File: src/rtl/vxor_fold_pkg.sv
// Package: shared types and elaboration helpers for the XOR fold unit.
// Assumes callers pass a positive word count to the tree helpers.
package vxor_fold_pkg;

    // Sideband that travels with each transaction through the pipeline
    typedef struct packed {
        logic       valid;
        logic       undef;
        logic [1:0] size;
        logic [4:0] dest;
    } side_t;

    localparam logic [7:0] OPC_TOP = 8'b0000_0100;
    localparam logic [5:0] OPC_MID = 6'b01_1001;
    localparam logic [2:0] OPC_LOW = 3'b001;

    // Nodes held in tree level l when nw leaf words enter
    function automatic int lvl_cnt(input int nw, input int l);
        return (nw + (1 << (l + 1)) - 1) >> (l + 1);
    endfunction

    // Flat offset of the first node of level l
    function automatic int lvl_base(input int nw, input int l);
        int s;
        s = 0;
        for (int k = 0; k < l; k++) s += lvl_cnt(nw, k);
        return s;
    endfunction

    // Count of inputs feeding level l
    function automatic int prev_cnt(input int nw, input int l);
        return (l == 0) ? nw : lvl_cnt(nw, l - 1);
    endfunction

    // Offset of level l's inputs in the combined leaf+node array
    function automatic int src_base(input int nw, input int l);
        return (l == 0) ? 0 : nw + lvl_base(nw, l - 1);
    endfunction

endpackage

File: src/rtl/vxor_fold_dec.sv
// Decoder: splits the 32-bit instruction word into fields and flags
// any word whose fixed opcode bits do not match. Purely combinational.
module vxor_fold_dec
    import vxor_fold_pkg::*;
(
    input  logic [31:0] insn,
    output logic [1:0]  size,
    output logic [2:0]  pg,
    output logic [4:0]  zn,
    output logic [4:0]  vd,
    output logic        undef
);

    // Field extraction and opcode match
    always_comb begin
        size  = insn[23:22];
        pg    = insn[12:10];
        zn    = insn[9:5];
        vd    = insn[4:0];
        undef = (insn[31:24] != OPC_TOP) ||
                (insn[21:16] != OPC_MID) ||
                (insn[15:13] != OPC_LOW);
    end

endmodule

File: src/rtl/vxor_fold_mask.sv
// Lane mask: zeroes every byte of an inactive element. Each byte takes
// the predicate bit at the lowest byte of the element it belongs to.
// Assumes VL is a multiple of 64 so every element width divides it.
module vxor_fold_mask #(
    parameter int VL = 256,
    localparam int NB = VL / 8
) (
    input  logic [VL-1:0] vec,
    input  logic [NB-1:0] pred,
    input  logic [1:0]    size,
    output logic [VL-1:0] masked
);

    for (genvar b = 0; b < NB; b++) begin : g_byte
        logic act;

        // Pick the governing predicate bit for this byte's element
        always_comb begin
            case (size)
                2'd0:    act = pred[b];
                2'd1:    act = pred[(b / 2) * 2];
                2'd2:    act = pred[(b / 4) * 4];
                default: act = pred[(b / 8) * 8];
            endcase
        end

        assign masked[8*b +: 8] = act ? vec[8*b +: 8] : 8'h00;
    end

endmodule

File: src/rtl/vxor_fold_tree.sv
// Balanced XOR tree over 64-bit words with a register after every
// level; an odd node is passed through. Depth is clog2(NW) cycles.
// Assumes NW >= 2; data registers are not reset (valid travels apart).
module vxor_fold_tree
    import vxor_fold_pkg::*;
#(
    parameter int NW = 4,
    parameter int W  = 64,
    localparam int LEVELS = $clog2(NW),
    localparam int TOTAL  = lvl_base(NW, LEVELS),
    localparam int MAXC   = (NW + 1) / 2
) (
    input  logic            clk,
    input  logic            en,
    input  logic [NW*W-1:0] words,
    output logic [W-1:0]    folded
);

    logic [W-1:0] node_q [TOTAL];
    logic [W-1:0] all_w  [NW + TOTAL];

    // Combined view of leaf words followed by registered nodes
    always_comb begin
        for (int k = 0; k < NW; k++) all_w[k] = words[W*k +: W];
        for (int k = 0; k < TOTAL; k++) all_w[NW + k] = node_q[k];
    end

    // Advance every level of the tree by one stage when enabled
    always_ff @(posedge clk) begin
        if (en) begin
            for (int l = 0; l < LEVELS; l++) begin
                for (int i = 0; i < MAXC; i++) begin
                    if (i < lvl_cnt(NW, l)) begin
                        if (2 * i + 1 < prev_cnt(NW, l))
                            node_q[lvl_base(NW, l) + i] <=
                                all_w[src_base(NW, l) + 2 * i] ^
                                all_w[src_base(NW, l) + 2 * i + 1];
                        else
                            node_q[lvl_base(NW, l) + i] <=
                                all_w[src_base(NW, l) + 2 * i];
                    end
                end
            end
        end
    end

    assign folded = all_w[NW + TOTAL - 1];

endmodule

File: src/rtl/vxor_fold_narrow.sv
// Narrowing fold: halves a 64-bit XOR word down to the element width
// and zero-extends. Valid because elements are naturally aligned.
module vxor_fold_narrow (
    input  logic [63:0] word,
    input  logic [1:0]  size,
    output logic [63:0] result
);

    logic [31:0] f32;
    logic [15:0] f16;
    logic [7:0]  f8;

    // Successive half folds
    always_comb begin
        f32 = word[31:0] ^ word[63:32];
        f16 = f32[15:0] ^ f32[31:16];
        f8  = f16[7:0] ^ f16[15:8];
    end

    // Select the fold matching the element width
    always_comb begin
        case (size)
            2'd0:    result = {56'd0, f8};
            2'd1:    result = {48'd0, f16};
            2'd2:    result = {32'd0, f32};
            default: result = word;
        endcase
    end

endmodule

File: src/rtl/vxor_fold.sv
// Top: predicated XOR fold of a VL-bit vector to one element.
// Stage 0 masks lanes, LEVELS stages fold words, last stage narrows.
// The whole pipeline stalls together on output backpressure.
// Assumes VL is a multiple of 128 in the range 128..2048.
module vxor_fold
    import vxor_fold_pkg::*;
#(
    parameter int VL = 256,
    localparam int NB     = VL / 8,
    localparam int NW     = VL / 64,
    localparam int LEVELS = $clog2(NW),
    localparam int LAT    = LEVELS + 2
) (
    input  logic          clk,
    input  logic          rst_n,
    input  logic          in_valid,
    output logic          in_ready,
    input  logic [31:0]   in_insn,
    input  logic [VL-1:0] in_vec,
    input  logic [NB-1:0] in_pred,
    output logic [2:0]    in_pg_idx,
    output logic [4:0]    in_src_idx,
    output logic          out_valid,
    input  logic          out_ready,
    output logic [63:0]   out_result,
    output logic [4:0]    out_dest,
    output logic          out_undef
);

    logic          adv;
    logic [1:0]    d_size;
    logic [4:0]    d_vd;
    logic          d_undef;
    logic [VL-1:0] m_vec;
    logic [VL-1:0] s0_vec_q;
    logic [63:0]   t_word;
    logic [63:0]   n_res;
    logic [63:0]   res_q;
    side_t         side_q [LAT];

    // Pipeline moves whenever the output slot is free or being taken
    assign adv      = !out_valid || out_ready;
    assign in_ready = adv;

    vxor_fold_dec u_dec (
        .insn  (in_insn),
        .size  (d_size),
        .pg    (in_pg_idx),
        .zn    (in_src_idx),
        .vd    (d_vd),
        .undef (d_undef)
    );

    vxor_fold_mask #(.VL(VL)) u_mask (
        .vec    (in_vec),
        .pred   (in_pred),
        .size   (d_size),
        .masked (m_vec)
    );

    // Stage 0: capture the masked vector
    always_ff @(posedge clk) begin
        if (adv) s0_vec_q <= m_vec;
    end

    // Sideband shift register aligned with the datapath stages
    always_ff @(posedge clk) begin
        if (!rst_n) begin
            for (int i = 0; i < LAT; i++) side_q[i] <= '0;
        end else if (adv) begin
            side_q[0] <= {in_valid, d_undef, d_size, d_vd};
            for (int i = 1; i < LAT; i++) side_q[i] <= side_q[i-1];
        end
    end

    vxor_fold_tree #(.NW(NW), .W(64)) u_tree (
        .clk    (clk),
        .en     (adv),
        .words  (s0_vec_q),
        .folded (t_word)
    );

    vxor_fold_narrow u_narrow (
        .word   (t_word),
        .size   (side_q[LAT-2].size),
        .result (n_res)
    );

    // Output stage: narrowed result, suppressed for undecodable words
    always_ff @(posedge clk) begin
        if (!rst_n)   res_q <= '0;
        else if (adv) res_q <= side_q[LAT-2].undef ? 64'd0 : n_res;
    end

    assign out_valid  = side_q[LAT-1].valid;
    assign out_undef  = side_q[LAT-1].undef;
    assign out_dest   = side_q[LAT-1].dest;
    assign out_result = res_q;

endmodule

File: config.mk
export PLATFORM = sky130hd
export DESIGN_NAME = vxor_fold
export DESIGN_NICKNAME = d
export VERILOG_FILES = /design/src/rtl/vxor_fold_pkg.sv /design/src/rtl/vxor_fold_dec.sv /design/src/rtl/vxor_fold_mask.sv /design/src/rtl/vxor_fold_tree.sv /design/src/rtl/vxor_fold_narrow.sv /design/src/rtl/vxor_fold.sv
export SDC_FILE = /design/constraint.sdc
export NUM_CORES = 1
export LEC_CHECK = 0
export CAP_MARGIN = 30
export CORE_MARGIN = 1
export CORE_UTILIZATION = 47
export CTS_CLUSTER_DIAMETER = 200
export CTS_CLUSTER_SIZE = 12
export DETAILED_ROUTE_END_ITERATION = 12
export GPL_TIMING_DRIVEN = 0
export PLACE_DENSITY = 0.76
export SYNTH_ARGS = -nofsm -noshare
export SYNTH_HDL_FRONTEND = slang
export SYNTH_SLANG_ARGS = --single-unit
export TNS_END_PERCENT = 10
File: constraint.sdc
create_clock -name clk -period 16.6 [get_ports clk]
set_clock_uncertainty 0.1 [all_clocks]
set_input_delay 2.49 -clock clk [delete_from_list [all_inputs] [get_ports clk]]
set_output_delay 2.49 -clock clk [all_outputs]
set_load 0.05 [all_outputs]
; Word level (Yosys, flattened, before mapping)
; Memories as Yosys holds them, arrays and structs flattened.
; Index checks and enable logic that the tools add are counted.
[totals]
reg_bits = 320
mem_bits_rw = 228
inputBits = 324
output_inout_bits = 80
memories = 2
[memory_table]
columns = name, words, width, rd, rd_clocked_by_memory_dff, write_ports, line_no
row1 = u_tree.node_q, 3, 64, 3, 0, 3, vxor_fold_tree.sv:19  ; logic [W-1:0] node_q [TOTAL];
row2 = side_q, 4, 9, 4, 0, 4, vxor_fold.sv:39  ; side_t side_q [LAT];
[op_classes]
eq_ne = 7
n_mux = 39
bitwise = 10
n_reduce_logical = 9
[ops]
columns = op, n
row1 = $pmux 64 s3, 1
row2 = $xor 64x64->64, 3
row3 = $mux 64, 1
row4 = $mux 9, 4
row5 = $xor 32x32->32, 1
row6 = $pmux 1 s2, 12
row7 = $mux 1, 17
row8 = $xor 16x16->16, 1
row9 = $pmux 1 s3, 4
row10 = $ne 8x3->1 const B, 1
row11 = $xor 8x8->8, 1
row12 = $ne 6x5->1 const B, 1
row13 = $eq 2x1->1 const B, 2
row14 = $eq 2x2->1 const B, 2
row15 = $logic_not 2->1, 2
row16 = $or 1x1->1, 4
row17 = $reduce_or 2->1, 2
row18 = $logic_or 1x1->1, 3
row19 = $ne 3x1->1 const B, 1
row20 = $reduce_or 3->1, 1
row21 = $logic_not 1->1, 1

; Depth between registers and ports, before layout
[logic_depth]
ltp_word = 6
ltp_mapped = 8
depth_no_buf = 6

; Modules after synthesis
; A second synthesis with hierarchy kept.
[unflattened]
cells_unflattened = 1675
hier_area_um2 = 23627.7
[modules_own_cells]
columns = mod, instances, cells_each, area_per_inst_um2
row1 = vxor_fold, 1, 618, 11604.9
row2 = vxor_fold_tree, 1, 448, 7927.6
row3 = vxor_fold_mask, 1, 340, 2273.4
row4 = vxor_fold_narrow, 1, 248, 1646.6
row5 = vxor_fold_dec, 1, 21, 175.2

; Least setup slack after synthesis
; No wires, ideal clock.
[synth_timing]
path_type = input to output
start = input port out_ready
end = output port in_ready
arrival_ns = 15.220
t_required_ns = 14.010
slack_ns = -1.210
cell_stages = 2
cell_sequence = nand2b_4 > clkbuf_1
[synth_via]
elab_chain_len = 1
[synth_lines]
columns = item, line_no
row1 = start: declaration, vxor_fold.sv:24  ; input logic out_ready,
row2 = $logic_or 1x1->1, vxor_fold.sv:42  ; assign adv = !out_valid || out_ready;
row3 = end: declaration, vxor_fold.sv:17  ; output logic in_ready,
; Every way passes these cells.

; Worst setup path in the final report
; Same ends and word-level chain as after synthesis.

==> metrics.txt <==
later-pin clock latency in the skew report 0.59 ns; die area approximately 47000 µm²; syn_nets roughly 1700; total CTS buffers between 50 and 60; top-count cell post-synth edfxtp_1; DRC viols 0; Placer Congestion just over 0.9; DR WL/cell between 20 and 25 µm; Critical Path Fanout Max 128; fmax 122 MHz; via count about 12000; CTS max path bufs 3; Relative slew margins a little over a third; Setup crit start out_ready; Area Growth Syn to Fin 29.1%; Top delay family on crit path buffers and inverters; initial antenna violation count 1; post-route ant nets 0; CTS tree done; final setup vio count 0; Slew Limit Fails 0; vias in the first global route 12722; hold path depth 2; fraction of layout cells with a size suffix above 1 5.76%; critical path class input pin to primary output; Post-CTS Resized 0; Worst setup SP type input pin; Mapped Cells roughly 1400; Lkg Pwr between 0.01 and 0.015 µW; IO Pins ~400; Worst Hold Class register to register; number of port buffers roughly 400; drt first pass iters 7; largest net degree at the start of global routing 129; worst slew pin tran 0.958 ns; total routed wirelength just over 50000 µm; min Tclk post-route approximately 8.2 ns; Hold Crit Start out_result[31]; share of synthesized area occupied by flip-flops and latches ~72%; Synth top area share between 60 and 70%; nets@finish about 2200; Synth Area in Compound Gates under 10%; clock slew at reported path FFs around 0.060 ns; FP Rows slightly below 80; Post-Syn Area between 20000 and 25000 µm²; placed insts roughly 2400; top area cells in the synthesized netlist edfxtp_1, xor2_1, dfxtp_1; slowest stage cell on the critical path clkdlybuf4s50_1; vias per std cell 4.98; Synth Area per Inst approximately 16 µm²; Critical Path AT approximately 5.6 ns; PwrDens 125 nW/µm²; Final HPWL DP around 37000 µm; total core area ~46000 µm²; clk sink count 546; post-synthesis mux area share less than 1%; Fill cells around 3400; CTS H-Tree Depth 2; Post-synth top flop edfxtp_1; Synth Warn # 0; ys async rst share 0%; Post-synth top cells edfxtp_1, xor2_1, and2_1; fin cells 2477; Max stage delay on crit path roughly 0.9 ns; GR Overflow Total 0; XOR/XNOR Fraction of Synth Area 10.6%; Max-Cap Viols 0; 1st-iter DRT viols around 1000; R2R setup slack ~14 ns; reg2reg path depth 4; DIE HEIGHT 217 µm; peak supply drop ~0.000073 V; Pwr Total 3520 µW; Post-Synth Simple-Gate Area between 10% and 20%; Worst Path Required between 10 and 15 ns; first-pass GRT wire length 74700 µm; clk root buf clkbuf_16; Post-CTS Setup Bufs 0; flops & latches, synth about 550; crit path buf inv count 5; Starting Density a little under half; RSZ-0062 raised after global routing false; main combinational cell family by area after synthesis simple AND/OR/NAND/NOR gates; chip width about 220 µm; terminus of the critical flop-to-flop path s0_vec_q[233]; Synth cell types between 40 and 50; Synth Area in Adders less than 1%; Hold Path Sink out_result[31]; cells along the critical path clkdlybuf4s50_1 -> nand2b_4 -> clkbuf_8 -> buf_16 -> buf_16 -> clkdlybuf4s50_1; status finished clean; Tcrit/Tclk final 49.2%; setup tns final 0 ns; Final Hold Viols 0; Tot GR Track Use 21.4%; critical path endpoint category primary output; Worst R2R Start side_q[3][8]; cts hold-fix bufs 0; Post-synth EDFFs slightly below 500; largest area contributor in the netlist edfxtp_1
==> cell type report <==
type                            instances  area, µm²  share of cell area, %
Sequential cell                       546      15800                   56.0
Inverter                                6       22.5                 0.0800
Multi-Input combinational cell        787       5750                   20.4
Clock buffer                           93       1480                   5.24
Antenna cell                            1       2.50                0.00889
Clock inverter                          1       8.76                 0.0311
Timing Repair Buffer                  400       4090                   14.5
Tap cell                              600        751                   2.67
Buffer                                 43        293                   1.04
==> metal layers <==
| layer | share of wire (%) | track usage, % | vias to the layer above |
|---|---|---|---|
| met5 | 0 | 0 | - |
| met4 | 3.5 | 8.50 | 0 |
| met3 | 7.0 | 4.46 | 108 |
| met2 | 49 | 35.9 | 463 |
| met1 | 41 | 27.1 | 5924 |
| li1 | - | - | 5830 |
==> cell usage in the layout, fill, tap and decap left out, types with 5 or more instances in the layout <==
master           count
inv_1                6
a22o_1              40
buf_16               5
o21ai_1             19
and2b_1             28
clkbuf_16           53
nor2_1               9
buf_6                8
clkdlybuf4s50_1    395
and3_1              41
o21ai_0             11
mux2i_1              8
xor2_1             208
and2_1             160
buf_2                7
o221ai_1             5
a21oi_1             29
clkbuf_1            53
and2_4               5
dfxtp_1             64
xnor2_1             56
nand2_1             29
buf_4               14
nor2b_1             96
edfxtp_1           482
==> through the flow <==
step	cell area [µm²]	hold slack (ns)	worst slack [ns]	utilization [%]
6_report	28200	0.342	8.44	61.8
5_1_grt	28100	0.364	8.34	61.8
4_1_cts	28100	0.346	8.47	61.8
3_5_place_dp	26700	0.338	8.48	58.5
3_3_place_gp	26500	0.334	1.38	58.2
2_1_floorplan	21800	0.382	5.50	-
==> power by group <==
| group | internal [µW] | total [µW] | leakage, µW | switching (µW) |
|---|---|---|---|---|
| Sequential | 1710 | 1830 | 0.00599 | 120 |
| Clock | 596 | 1080 | 0.000704 | 481 |
| Combinational | 303 | 613 | 0.00463 | 310 |
| Total | 2610 | 3520 | 0.0113 | 911 |
==> worst min-delay path: stages, from the launching register on <==
cell and delay (ns):
dfxtp_1 0.31, nand2_1 0.05, o21ai_1 0.05
==> registers in the layout, indices dropped and copies added, names as in the netlist <==
register,count
out_result,64
s0_vec_q,256
side_q,34
u_tree.node_q,192
==> kinds of logic (layout without fill, tap and decap cells) <==
family / after synthesis / count (layout)
buffers and inverters: 49 / 543
AND/OR/NAND/NOR: 380 / 380
flip-flops: 546 / 546
AO/OA/AOI/OAI: 131 / 131
adder cells (fa/ha/maj): 4 / 4
XOR/XNOR: 264 / 264
multiplexers: 8 / 8
other: 0 / 1
==> worst max path at each step <==
stage                          end  slack (ns)  depth (start not counted)
final                     in_ready        8.44                          6
after global routing      in_ready        8.34                          6
after CTS                 in_ready        8.47                          6
after detailed placement  in_ready        8.48                          6
after global placement    in_ready        1.38                          4
after floorplan           in_ready        5.50                          2
Note: power is estimated with default switching activity, not from simulation.
